--- src/rtl/audio_clkgen_pkg.sv ---
package audio_clkgen_pkg;

  typedef enum logic [1:0] {
    FMT_I2S  = 2'd0,
    FMT_LJ   = 2'd1,
    FMT_DSPA = 2'd2,
    FMT_DSPB = 2'd3
  } fs_fmt_e;

  typedef enum logic [1:0] {
    ST_IDLE = 2'd0,
    ST_ARM  = 2'd1,
    ST_RUN  = 2'd2,
    ST_ERR  = 2'd3
  } gen_state_e;

  // Active level of the sync for a given shape: I2S is the only low-active one.
  function automatic logic fs_active_level(input fs_fmt_e f);
    return (f != FMT_I2S);
  endfunction

endpackage

--- src/rtl/aclk_ctrl.sv ---
module aclk_ctrl
  import audio_clkgen_pkg::*;
#(
  parameter int PM_W      = 8,
  parameter int WB_W      = 6,
  parameter int SC_W      = 5,
  parameter int MIN_RATIO = 5
) (
  input  logic            clk,
  input  logic            rst_n,
  input  logic            enable,
  input  logic            in_half,
  input  logic            in_oct,
  input  logic [PM_W-1:0] in_pm,
  input  logic [1:0]      in_fmt,
  input  logic [WB_W-1:0] in_w,
  input  logic [SC_W-1:0] in_s,
  input  logic            in_binv,
  input  logic            in_finv,
  output logic            lat_half,
  output logic            lat_oct,
  output logic [PM_W-1:0] lat_pm,
  output fs_fmt_e         lat_fmt,
  output logic [WB_W-1:0] lat_w,
  output logic [SC_W-1:0] lat_s,
  output logic            lat_binv,
  output logic            lat_finv,
  output logic            run,
  output logic            cfg_err
);

  localparam int RW = PM_W + 6;

  gen_state_e     state;
  logic [RW-1:0]  ratio;
  logic           ratio_bad;
  logic           slots_bad;
  logic           cfg_bad;
  int             shamt;

  always_comb begin
    shamt     = 1 + (in_half ? 1 : 0) + (in_oct ? 3 : 0);
    ratio     = (RW'(in_pm) + RW'(1)) << shamt;
    ratio_bad = (ratio < RW'(MIN_RATIO));
    slots_bad = (fs_fmt_e'(in_fmt) == FMT_I2S) && (in_s == '0);
    cfg_bad   = ratio_bad || slots_bad;
  end

  always_ff @(posedge clk or negedge rst_n) begin
    if (!rst_n) begin
      state    <= ST_IDLE;
      lat_half <= 1'b0;
      lat_oct  <= 1'b0;
      lat_pm   <= '0;
      lat_fmt  <= FMT_I2S;
      lat_w    <= '0;
      lat_s    <= '0;
      lat_binv <= 1'b0;
      lat_finv <= 1'b0;
    end else begin
      unique case (state)
        ST_IDLE: begin
          lat_half <= in_half;
          lat_oct  <= in_oct;
          lat_pm   <= in_pm;
          lat_fmt  <= fs_fmt_e'(in_fmt);
          lat_w    <= in_w;
          lat_s    <= in_s;
          lat_binv <= in_binv;
          lat_finv <= in_finv;
          if (enable) state <= cfg_bad ? ST_ERR : ST_ARM;
        end
        ST_ARM:  state <= enable ? ST_RUN : ST_IDLE;
        ST_RUN:  if (!enable) state <= ST_IDLE;
        ST_ERR:  if (!enable) state <= ST_IDLE;
        default: state <= ST_IDLE;
      endcase
    end
  end

  assign run     = (state == ST_RUN);
  assign cfg_err = (state == ST_ERR);

  AST_CFG_FROZEN: assert property (@(posedge clk) disable iff (!rst_n)
    (run && $past(run)) |-> $stable({lat_half, lat_oct, lat_pm, lat_fmt, lat_w, lat_s, lat_binv, lat_finv}));

  AST_ERR_HOLDS: assert property (@(posedge clk) disable iff (!rst_n)
    (cfg_err && enable) |=> cfg_err);

endmodule

--- src/rtl/aclk_divider.sv ---
module aclk_divider #(
  parameter int PM_W = 8
) (
  input  logic            clk,
  input  logic            rst_n,
  input  logic            run,
  input  logic            half,
  input  logic            oct,
  input  logic [PM_W-1:0] pm,
  output logic            bclk_raw,
  output logic            fall
);

  localparam int PRE_W = 4;

  logic [PRE_W-1:0] pre_cnt;
  logic [PRE_W-1:0] pre_max;
  logic [PM_W-1:0]  pm_cnt;
  logic             pre_wrap;
  logic             tick;

  always_comb begin
    unique case ({half, oct})
      2'b00:   pre_max = PRE_W'(0);
      2'b10:   pre_max = PRE_W'(1);
      2'b01:   pre_max = PRE_W'(7);
      default: pre_max = PRE_W'(15);
    endcase
  end

  assign pre_wrap = (pre_cnt == pre_max);
  assign tick     = run && pre_wrap && (pm_cnt == pm);
  assign fall     = tick && bclk_raw;

  always_ff @(posedge clk or negedge rst_n) begin
    if (!rst_n) begin
      pre_cnt  <= '0;
      pm_cnt   <= '0;
      bclk_raw <= 1'b0;
    end else if (!run) begin
      pre_cnt  <= '0;
      pm_cnt   <= '0;
      bclk_raw <= 1'b0;
    end else if (pre_wrap) begin
      pre_cnt <= '0;
      if (pm_cnt == pm) begin
        pm_cnt   <= '0;
        bclk_raw <= ~bclk_raw;
      end else begin
        pm_cnt <= pm_cnt + 1'b1;
      end
    end else begin
      pre_cnt <= pre_cnt + 1'b1;
    end
  end

  AST_EDGE_ON_TICK: assert property (@(posedge clk) disable iff (!rst_n)
    (run && $past(run) && (bclk_raw != $past(bclk_raw))) |-> $past(tick));

  AST_IDLE_LOW: assert property (@(posedge clk) disable iff (!rst_n)
    !run |=> !bclk_raw);

endmodule

--- src/rtl/aclk_framer.sv ---
module aclk_framer #(
  parameter int WB_W = 6,
  parameter int SC_W = 5
) (
  input  logic            clk,
  input  logic            rst_n,
  input  logic            run,
  input  logic            fall,
  input  logic [WB_W-1:0] lat_w,
  input  logic [SC_W-1:0] lat_s,
  output logic [WB_W-1:0] bit_idx,
  output logic [SC_W-1:0] slot_idx,
  output logic            slot_strobe,
  output logic            frame_strobe
);

  logic last_bit;
  logic last_slot;

  assign last_bit  = (bit_idx == lat_w);
  assign last_slot = (slot_idx == lat_s);

  always_ff @(posedge clk or negedge rst_n) begin
    if (!rst_n) begin
      bit_idx      <= '0;
      slot_idx     <= '0;
      slot_strobe  <= 1'b0;
      frame_strobe <= 1'b0;
    end else if (!run) begin
      // Park on the last bit of the last slot: this is the lead-in bit.
      bit_idx      <= lat_w;
      slot_idx     <= lat_s;
      slot_strobe  <= 1'b0;
      frame_strobe <= 1'b0;
    end else if (fall) begin
      if (last_bit) begin
        bit_idx      <= '0;
        slot_idx     <= last_slot ? '0 : slot_idx + 1'b1;
        slot_strobe  <= 1'b1;
        frame_strobe <= last_slot;
      end else begin
        bit_idx      <= bit_idx + 1'b1;
        slot_strobe  <= 1'b0;
        frame_strobe <= 1'b0;
      end
    end else begin
      slot_strobe  <= 1'b0;
      frame_strobe <= 1'b0;
    end
  end

  AST_BIT_RANGE: assert property (@(posedge clk) disable iff (!rst_n)
    run |-> (bit_idx <= lat_w));

  AST_SLOT_RANGE: assert property (@(posedge clk) disable iff (!rst_n)
    run |-> (slot_idx <= lat_s));

  AST_STROBE_PULSE: assert property (@(posedge clk) disable iff (!rst_n)
    slot_strobe |=> !slot_strobe);

  AST_FRAME_IN_SLOT0: assert property (@(posedge clk) disable iff (!rst_n)
    frame_strobe |-> (slot_strobe && slot_idx == '0 && bit_idx == '0));

endmodule

--- src/rtl/aclk_fs_shaper.sv ---
module aclk_fs_shaper
  import audio_clkgen_pkg::*;
#(
  parameter int WB_W = 6,
  parameter int SC_W = 5
) (
  input  logic            run,
  input  fs_fmt_e         fmt,
  input  logic [WB_W-1:0] lat_w,
  input  logic [SC_W-1:0] lat_s,
  input  logic [WB_W-1:0] bit_idx,
  input  logic [SC_W-1:0] slot_idx,
  input  logic            finv,
  output logic            fsync
);

  logic frame_last;
  logic in_slot0;
  logic window;
  logic act;

  always_comb begin
    frame_last = (slot_idx == lat_s) && (bit_idx == lat_w);
    in_slot0   = (slot_idx == '0);
    unique case (fmt)
      FMT_I2S:  window = frame_last || (in_slot0 && (bit_idx != lat_w));
      FMT_LJ:   window = in_slot0;
      FMT_DSPA: window = frame_last;
      default:  window = in_slot0 && (bit_idx == '0);
    endcase
    act   = fs_active_level(fmt);
    fsync = ((run && window) ? act : ~act) ^ finv;
  end

endmodule

--- src/rtl/audio_clkgen.sv ---
module audio_clkgen
  import audio_clkgen_pkg::*;
#(
  parameter int PM_W      = 8,
  parameter int WB_W      = 6,
  parameter int SC_W      = 5,
  parameter int MIN_RATIO = 5
) (
  input  logic            clk,
  input  logic            rst_n,
  input  logic            enable,
  input  logic            clk_half,
  input  logic            clk_oct,
  input  logic [PM_W-1:0] clk_pm,
  input  logic [1:0]      fs_format,
  input  logic [WB_W-1:0] width_m1,
  input  logic [SC_W-1:0] slots_m1,
  input  logic            bclk_inv,
  input  logic            fs_inv,
  output logic            bclk,
  output logic            fsync,
  output logic            cfg_err,
  output logic            slot_strobe,
  output logic            frame_strobe,
  output logic [SC_W-1:0] slot_idx,
  output logic [WB_W-1:0] bit_idx
);

  logic            lat_half;
  logic            lat_oct;
  logic [PM_W-1:0] lat_pm;
  fs_fmt_e         lat_fmt;
  logic [WB_W-1:0] lat_w;
  logic [SC_W-1:0] lat_s;
  logic            lat_binv;
  logic            lat_finv;
  logic            run;
  logic            bclk_raw;
  logic            fall;

  aclk_ctrl #(.PM_W(PM_W), .WB_W(WB_W), .SC_W(SC_W), .MIN_RATIO(MIN_RATIO)) u_ctrl (
    .clk      (clk),
    .rst_n    (rst_n),
    .enable   (enable),
    .in_half  (clk_half),
    .in_oct   (clk_oct),
    .in_pm    (clk_pm),
    .in_fmt   (fs_format),
    .in_w     (width_m1),
    .in_s     (slots_m1),
    .in_binv  (bclk_inv),
    .in_finv  (fs_inv),
    .lat_half (lat_half),
    .lat_oct  (lat_oct),
    .lat_pm   (lat_pm),
    .lat_fmt  (lat_fmt),
    .lat_w    (lat_w),
    .lat_s    (lat_s),
    .lat_binv (lat_binv),
    .lat_finv (lat_finv),
    .run      (run),
    .cfg_err  (cfg_err)
  );

  aclk_divider #(.PM_W(PM_W)) u_div (
    .clk      (clk),
    .rst_n    (rst_n),
    .run      (run),
    .half     (lat_half),
    .oct      (lat_oct),
    .pm       (lat_pm),
    .bclk_raw (bclk_raw),
    .fall     (fall)
  );

  aclk_framer #(.WB_W(WB_W), .SC_W(SC_W)) u_frm (
    .clk          (clk),
    .rst_n        (rst_n),
    .run          (run),
    .fall         (fall),
    .lat_w        (lat_w),
    .lat_s        (lat_s),
    .bit_idx      (bit_idx),
    .slot_idx     (slot_idx),
    .slot_strobe  (slot_strobe),
    .frame_strobe (frame_strobe)
  );

  aclk_fs_shaper #(.WB_W(WB_W), .SC_W(SC_W)) u_fs (
    .run      (run),
    .fmt      (lat_fmt),
    .lat_w    (lat_w),
    .lat_s    (lat_s),
    .bit_idx  (bit_idx),
    .slot_idx (slot_idx),
    .finv     (lat_finv),
    .fsync    (fsync)
  );

  assign bclk = bclk_raw ^ lat_binv;

  AST_ERR_QUIET: assert property (@(posedge clk) disable iff (!rst_n)
    cfg_err |-> (!bclk_raw && !slot_strobe && !frame_strobe));

  AST_IDX_ON_FALL: assert property (@(posedge clk) disable iff (!rst_n)
    (run && $past(run) && (bit_idx != $past(bit_idx))) |-> $fell(bclk_raw));

endmodule

--- config.mk ---
export PLATFORM = sky130hd
export DESIGN_NAME = audio_clkgen
export DESIGN_NICKNAME = d
export VERILOG_FILES = /design/src/rtl/audio_clkgen_pkg.sv /design/src/rtl/aclk_ctrl.sv /design/src/rtl/aclk_divider.sv /design/src/rtl/aclk_framer.sv /design/src/rtl/aclk_fs_shaper.sv /design/src/rtl/audio_clkgen.sv
export SDC_FILE = /design/constraint.sdc
export NUM_CORES = 1
export LEC_CHECK = 0
export ABC_CLOCK_PERIOD_IN_PS = 4700
export BUFFER_PORTS_ARGS = -buffer_cell sky130_fd_sc_hd__buf_2
export CAP_MARGIN = 0
export CORE_MARGIN = 3
export CORE_UTILIZATION = 45
export DETAILED_ROUTE_END_ITERATION = 6
export GPL_TIMING_DRIVEN = 1
export HOLD_SLACK_MARGIN = 0.1
export PLACE_DENSITY_LB_ADDON = 0.1
export SLEW_MARGIN = 20
export SYNTH_ARGS = -nofsm -noshare
export SYNTH_HDL_FRONTEND = slang
export SYNTH_SLANG_ARGS = --single-unit
export TNS_END_PERCENT = 10
--- constraint.sdc ---
create_clock -name clk -period 4.7 [get_ports clk]
set_input_delay 0.94 -clock clk [delete_from_list [all_inputs] [get_ports clk]]
set_output_delay 0.94 -clock clk [all_outputs]
set_load 0.03 [all_outputs]
* After elaboration in Yosys (flattened, before gate mapping) *
Cells that the tools add are included.

cells by class
  add/sub/neg operators = 7
  multipliers = 0
  div/mod/pow operators = 0
  magnitude comparators = 1
  equal/unequal tests = 18
  shift-type cells = 1
  multiplexer cells = 31
  bitwise operators = 4
  reductions and logical operators = 22

operators with widths
  operator                                                      number
  adder 2 x 32 -> 32 bit (first input constant)                 1
  adder 32 bit                                                  1
  << shifter 14 x 32 -> 14 bit                                  1
  two-way mux 8 bit                                             3
  two-way mux 5 bit                                             4
  two-way mux 6 bit                                             3
  less-than comparator 14 x 3 -> 1 bit (second input constant)  1
  one-hot mux 4 bit (3 select lines)                            1
  two-way mux 1 bit                                             11
  zero test 5 bit                                               2
  two-way mux 2 bit                                             5
  inequality test 2 bit (second input constant)                 5
  adder 8 x 1 -> 9 bit (second input constant)                  1
  adder 8 x 1 -> 8 bit (second input constant)                  1
  == test 2 bit (second input constant)                         4
  == test 8 bit                                                 1
  logical AND 1 bit                                             8
  zero test 2 bit                                               4
  two-way mux 4 bit                                             2
  adder 6 x 1 -> 6 bit (second input constant)                  1
  == test 2 x 1 -> 1 bit (second input constant)                3
  == test 6 bit                                                 1
  zero test 6 bit                                               1
  inequality test 6 bit                                         1
  13 further kinds                                              18

storage, ports and cells
  register bits = 53
  bits in latches = 0
  memory bits (writable) = 0
  memory bits (read-only) = 0
  input bits = 28
  output and inout bits = 16
  logic and storage cells = 100
  memories kept = 0

* Depth between registers and ports, before layout *
  depth after elaboration = 9
  mapped depth = 8
  depth with buffers taken out = 8

* Modules after synthesis *
Synthesis repeated with hierarchy kept, for this count alone.

second synthesis, totals
  cells, all modules = 295
  area, all modules = 3094.2 um2

by module, submodules not included
  module          instances  cells an instance  area each (um2)  sequential area each (um2)
  aclk_ctrl       1          94                 1236.2           675.6
  aclk_framer     1          99                 885.8            325.3
  aclk_divider    1          76                 767.0            325.3
  aclk_fs_shaper  1          25                 196.4            0.0
  audio_clkgen    1          1                  8.8              0.0

* Worst setup path after synthesis *
OpenSTA, ideal clock, no wires.

  path kind = register to output
  start = register u_frm.slot_idx[0]
  end = output port fsync
  arrival = 2.574 ns
  required time = 3.760 ns
  slack = 1.186 ns
  stages on the path, launching flop included = 8
  buffers on the path = 0
  path through = dfrtp_1 -> inv_1 -> ha_1 -> or4b_4 -> or4_1 -> o41ai_2 -> o211ai_1 -> xnor2_1

on the way
  word-level cells in the longest chain between the ends = 7
  elaborated cells between the ends (all ways) = 10
  classes of those cells = eq/ne: 1; mux: 2; bitwise: 1; reduce/logical: 6

RTL lines
  element                                                  line                                        source
  start, declared                                          aclk_framer.sv:12                           output logic [SC_W-1:0] slot_idx,
  start signal, assigned                                   aclk_framer.sv:32                           slot_idx <= lat_s;
  start signal, assigned                                   aclk_framer.sv:38                           slot_idx <= last_slot ? '0 : slot_idx + 1'b1;
  == test 5 bit / zero test 5 bit (equally long branches)  aclk_fs_shaper.sv:23, aclk_fs_shaper.sv:24
  logical AND 1 bit (on tied branches)                     aclk_fs_shaper.sv:23, aclk_fs_shaper.sv:26
  logical OR 1 bit                                         aclk_fs_shaper.sv:26                        FMT_I2S: window = frame_last || (in_slot0 && (bit_idx != lat_w));
  one-hot mux 1 bit (3 select lines) (*)                   aclk_fs_shaper.sv:25                        unique case (fmt)
  logical AND 1 bit (*)                                    aclk_fs_shaper.sv:32                        fsync = ((run && window) ? act : ~act) ^ finv;
  two-way mux 1 bit (*)                                    aclk_fs_shaper.sv:32
  XOR 1 bit (*)                                            aclk_fs_shaper.sv:32
  end, declared                                            audio_clkgen.sv:21                          output logic fsync,

Mark *: on every way between the ends. The rest lies on a longest branch, timed or not.

* Worst setup path in the final report *
Ends and elaborated chain as after synthesis.

==> out/qor.yml <==
floorplan:
  core_sq_um: 6459
  die_h_um: 88.39
  rows: 29
  dieWidth_um: 88.39
  pin_count: 44
  dieArea_sq_um: 7812
  floorplan.initialDensity: 0.4729
worst_setup_path:
  path_max_fanout: 5
  cp.arrival_ps: 2730
  worstSetupPathType: "reg2out"
  crit-reg2reg-capture: "u_frm.slot_idx[4]$_DFFE_PN0P_"
  end_kind: "output pin"
  ff2ff_path_depth: 6
  critical_path.startpoint: "u_frm.slot_idx[0]$_DFFE_PN0P_"
  worst_ep_required_time_ps: 3760
  r2r_setup_slack_ps: 2360
  start_kind: "flip-flop"
  r2r_start: "u_div.pm_cnt[0]$_DFFE_PN0P_"
global_routing:
  grt_pass1_vias: 2329
  grt.total_usage: 0.1795
  antenna_found_initial: 0
  grt_max_degree: 54
  overflow: 0
  grt_pass1_wl_um: 10960
clock_network:
  cts_resized: 0
  path_clk_slew_ps: 90
  cts_buffers: 5
  clk_latency_ps: 310
  clock_sinks: 53
  cts_tree: "built"
  root_buffer: "clkbuf_8"
  cts_buffer_depth: 2
  cts.htree.levels: 2
  holdBufCountCts: 0
  post_cts_buffers: 0
routing:
  wire_per_inst_um: 15.19
  vias_per_cell: 5.655
  final_antenna_net_count: 0
  drtIter0Drc: 66
  drc: 0
  routed_wl_um: 6609
  vias: 2460
  drtPass1Iterations: 4
yosys:
  synth.area.top_cells: "dfrtp_1 (43%), mux2_2 (9.2%), xor2_1 (4.9%)"
  async_flop_share: 1.000
  synth_fa_ha_area_frac: 0.04015
  yosys.area.top_type_share: 0.4342
  ys_types: 48
  ys.flop_type: "dfrtp_1"
  synthCells: 314
  synth_top_family_by_area: "simple AND/OR/NAND/NOR gates"
  synth_area_leader_cell: "dfrtp_1"
  synth_mux_area_frac: 0.09873
  synth-xor-area-share: 0.08316
  synth_edf_count: 0
  synth_compound_area_frac: 0.1127
  synth_seq_cells: 53
  yosys.area_share.simple: 0.2052
  syn_nets: 351
  synth_warnings: 0
  ys_seq_area_frac: 0.4342
  avgSynthCellArea_sq_um: 9.727
  syn_area_sq_um: 3054
sta:
  post-route-period-util: 0.7812
  holdWs_ps: 534.9
  tns_ps: 0
  rsz0062_at_grt: "no"
  setup_violations: 0
  max_freq_ghz: 0.2724
  period_needed_ps: 3672
  fin_worst_skew_ps: 9.659
  finalHoldViolations: 0
  slew_headroom: 0.5559
  drv_slew: 0
  tightest_slew_ps: 666.1
min_path:
  hold_path_end: "u_ctrl.lat_binv$_DFFE_PN0N_"
  hold_path_class: "reg2reg"
  worstHoldStart: "u_ctrl.lat_binv$_DFFE_PN0N_"
  hold_depth: 1
finish:
  final_common_cell: "dfrtp_1"
  final_cell_mix: "dfrtp_1 (53), buf_2 (43), nor2_1 (32), mux2_2 (25), nand2_1 (22)"
  layout-drive-gt1-share: 0.2291
  syn2layout_area_growth_pct: 13.31
  diodes: 0
  nets: 395
placement:
  gp_congestion: 0.8381
  io_buffers: 43
  dpl.hpwl_um: 4859
pwr:
  p_sw_w: 0.0004878
  peakVddDrop_uv: 160.0
  p_int_w: 0.0008703
  p_seq_frac: 0.462
  p_sw_frac: 0.3592
  leakage_nw: 1.514
  p_per_area_nw_per_um2: 392.4
  totalPowerFinal_w: 0.001358
  p_clk_frac: 0.223
  p_comb_frac: 0.315
job:
  drv_cap: 0
status:
  status: "completed"
## sequential cells by signal (all words and copies together), names as in the netlist, 2 cells and up
| signal | flops |
|---|---|
| u_frm.slot_idx | 5 |
| u_ctrl.lat_w | 6 |
| u_div.pm_cnt | 8 |
| u_ctrl.lat_s | 5 |
| u_frm.bit_idx | 6 |
| u_ctrl.lat_pm | 8 |
| u_ctrl.lat_fmt | 2 |
| u_div.pre_cnt | 4 |
| u_ctrl.state | 2 |
## stage by stage
stage / instance area (sq um) / util / worst slack [ps] / cells
final: 3461 / 0.5358 / 1028 / 435
after global routing: 3461 / 0.5358 / 848.1 / 435
after CTS: 3461 / 0.5358 / 1011 / 435
after detailed placement: 3357 / 0.5198 / 1379 / 428
after global placement: 3357 / 0.5198 / 1415 / 428
after floorplan: 3054 / - / 1186 / 314
## per-layer routing
metal / track usage / share of wire
met3: 0.03538 / 0.035
met4: 0.06044 / 0.015
met2: 0.2964 / 0.49
met5: 0 / 0
met1: 0.2363 / 0.46
## kinds of logic (layout without fill, tap and decap cells)
kind of cell,after synthesis,after routing
flip-flops,53,53
buffers and inverters,21,65
AO/OA/AOI/OAI,53,53
XOR/XNOR,29,29
multiplexers,27,27
AND/OR/NAND/NOR,121,121
adder cells (fa/ha/maj),10,10
## worst max-delay path by stage
stage,endpoint,cells past startpoint
finish,fsync,8
global route,fsync,8
CTS,fsync,8
detailed placement,fsync,8
global placement,fsync,8
floorplan,fsync,7
## cell type report
| type | instances | area (sq um) |
|---|---|---|
| fillers | 600 | 2998 |
| multi-input cells | 240 | 1652 |
| flip-flops and latches | 53 | 1326 |
| repair buffers | 46 | 237.7 |
| well taps | 77 | 96.34 |
| clock buffers | 5 | 68.82 |
| inverters | 12 | 45.04 |
| clock inverters | 2 | 35.03 |
## worst max-delay path, stage by stage (launching register included)
cell	delay [ps]
dfrtp_1	440
inv_1	120
ha_1	150
or4b_4	470
or4_1	500
o41ai_2	220
o211ai_1	160
xnor2_1	150
buf_2	210
## cell usage after synthesis (all sizes together), types with 2 or more instances
| cell type | instances |
|---|---|
| a21oi | 7 |
| xnor2 | 12 |
| nor3 | 4 |
| o31ai | 2 |
| clkbuf | 9 |
| nand2 | 22 |
| nand3 | 14 |
| and2 | 6 |
| ha | 9 |
| dfrtp | 53 |
| o21ai | 17 |
| and3 | 5 |
| o22ai | 2 |
| xor2 | 17 |
| nor4 | 7 |
| or4 | 3 |
| nand3b | 3 |
| nand4 | 9 |
| nand2b | 5 |
| o211ai | 2 |
| inv | 12 |
| a31oi | 10 |
| mux2i | 2 |
| nor2 | 33 |
| a21o | 2 |
| mux2 | 25 |
| nor2b | 2 |
## power groups by stage
stage               logic [W]  clock network, W  registers (W)
finish               0.000427          0.000303       0.000628
CTS                  0.000432          0.000315       0.000628
global route         0.000478          0.000336       0.000642
detailed placement   0.000429                 0       0.000637
global placement     0.000425                 0       0.000633
floorplan            0.000266                 0       0.000666
Note: power is estimated with default switching activity, not from simulation.
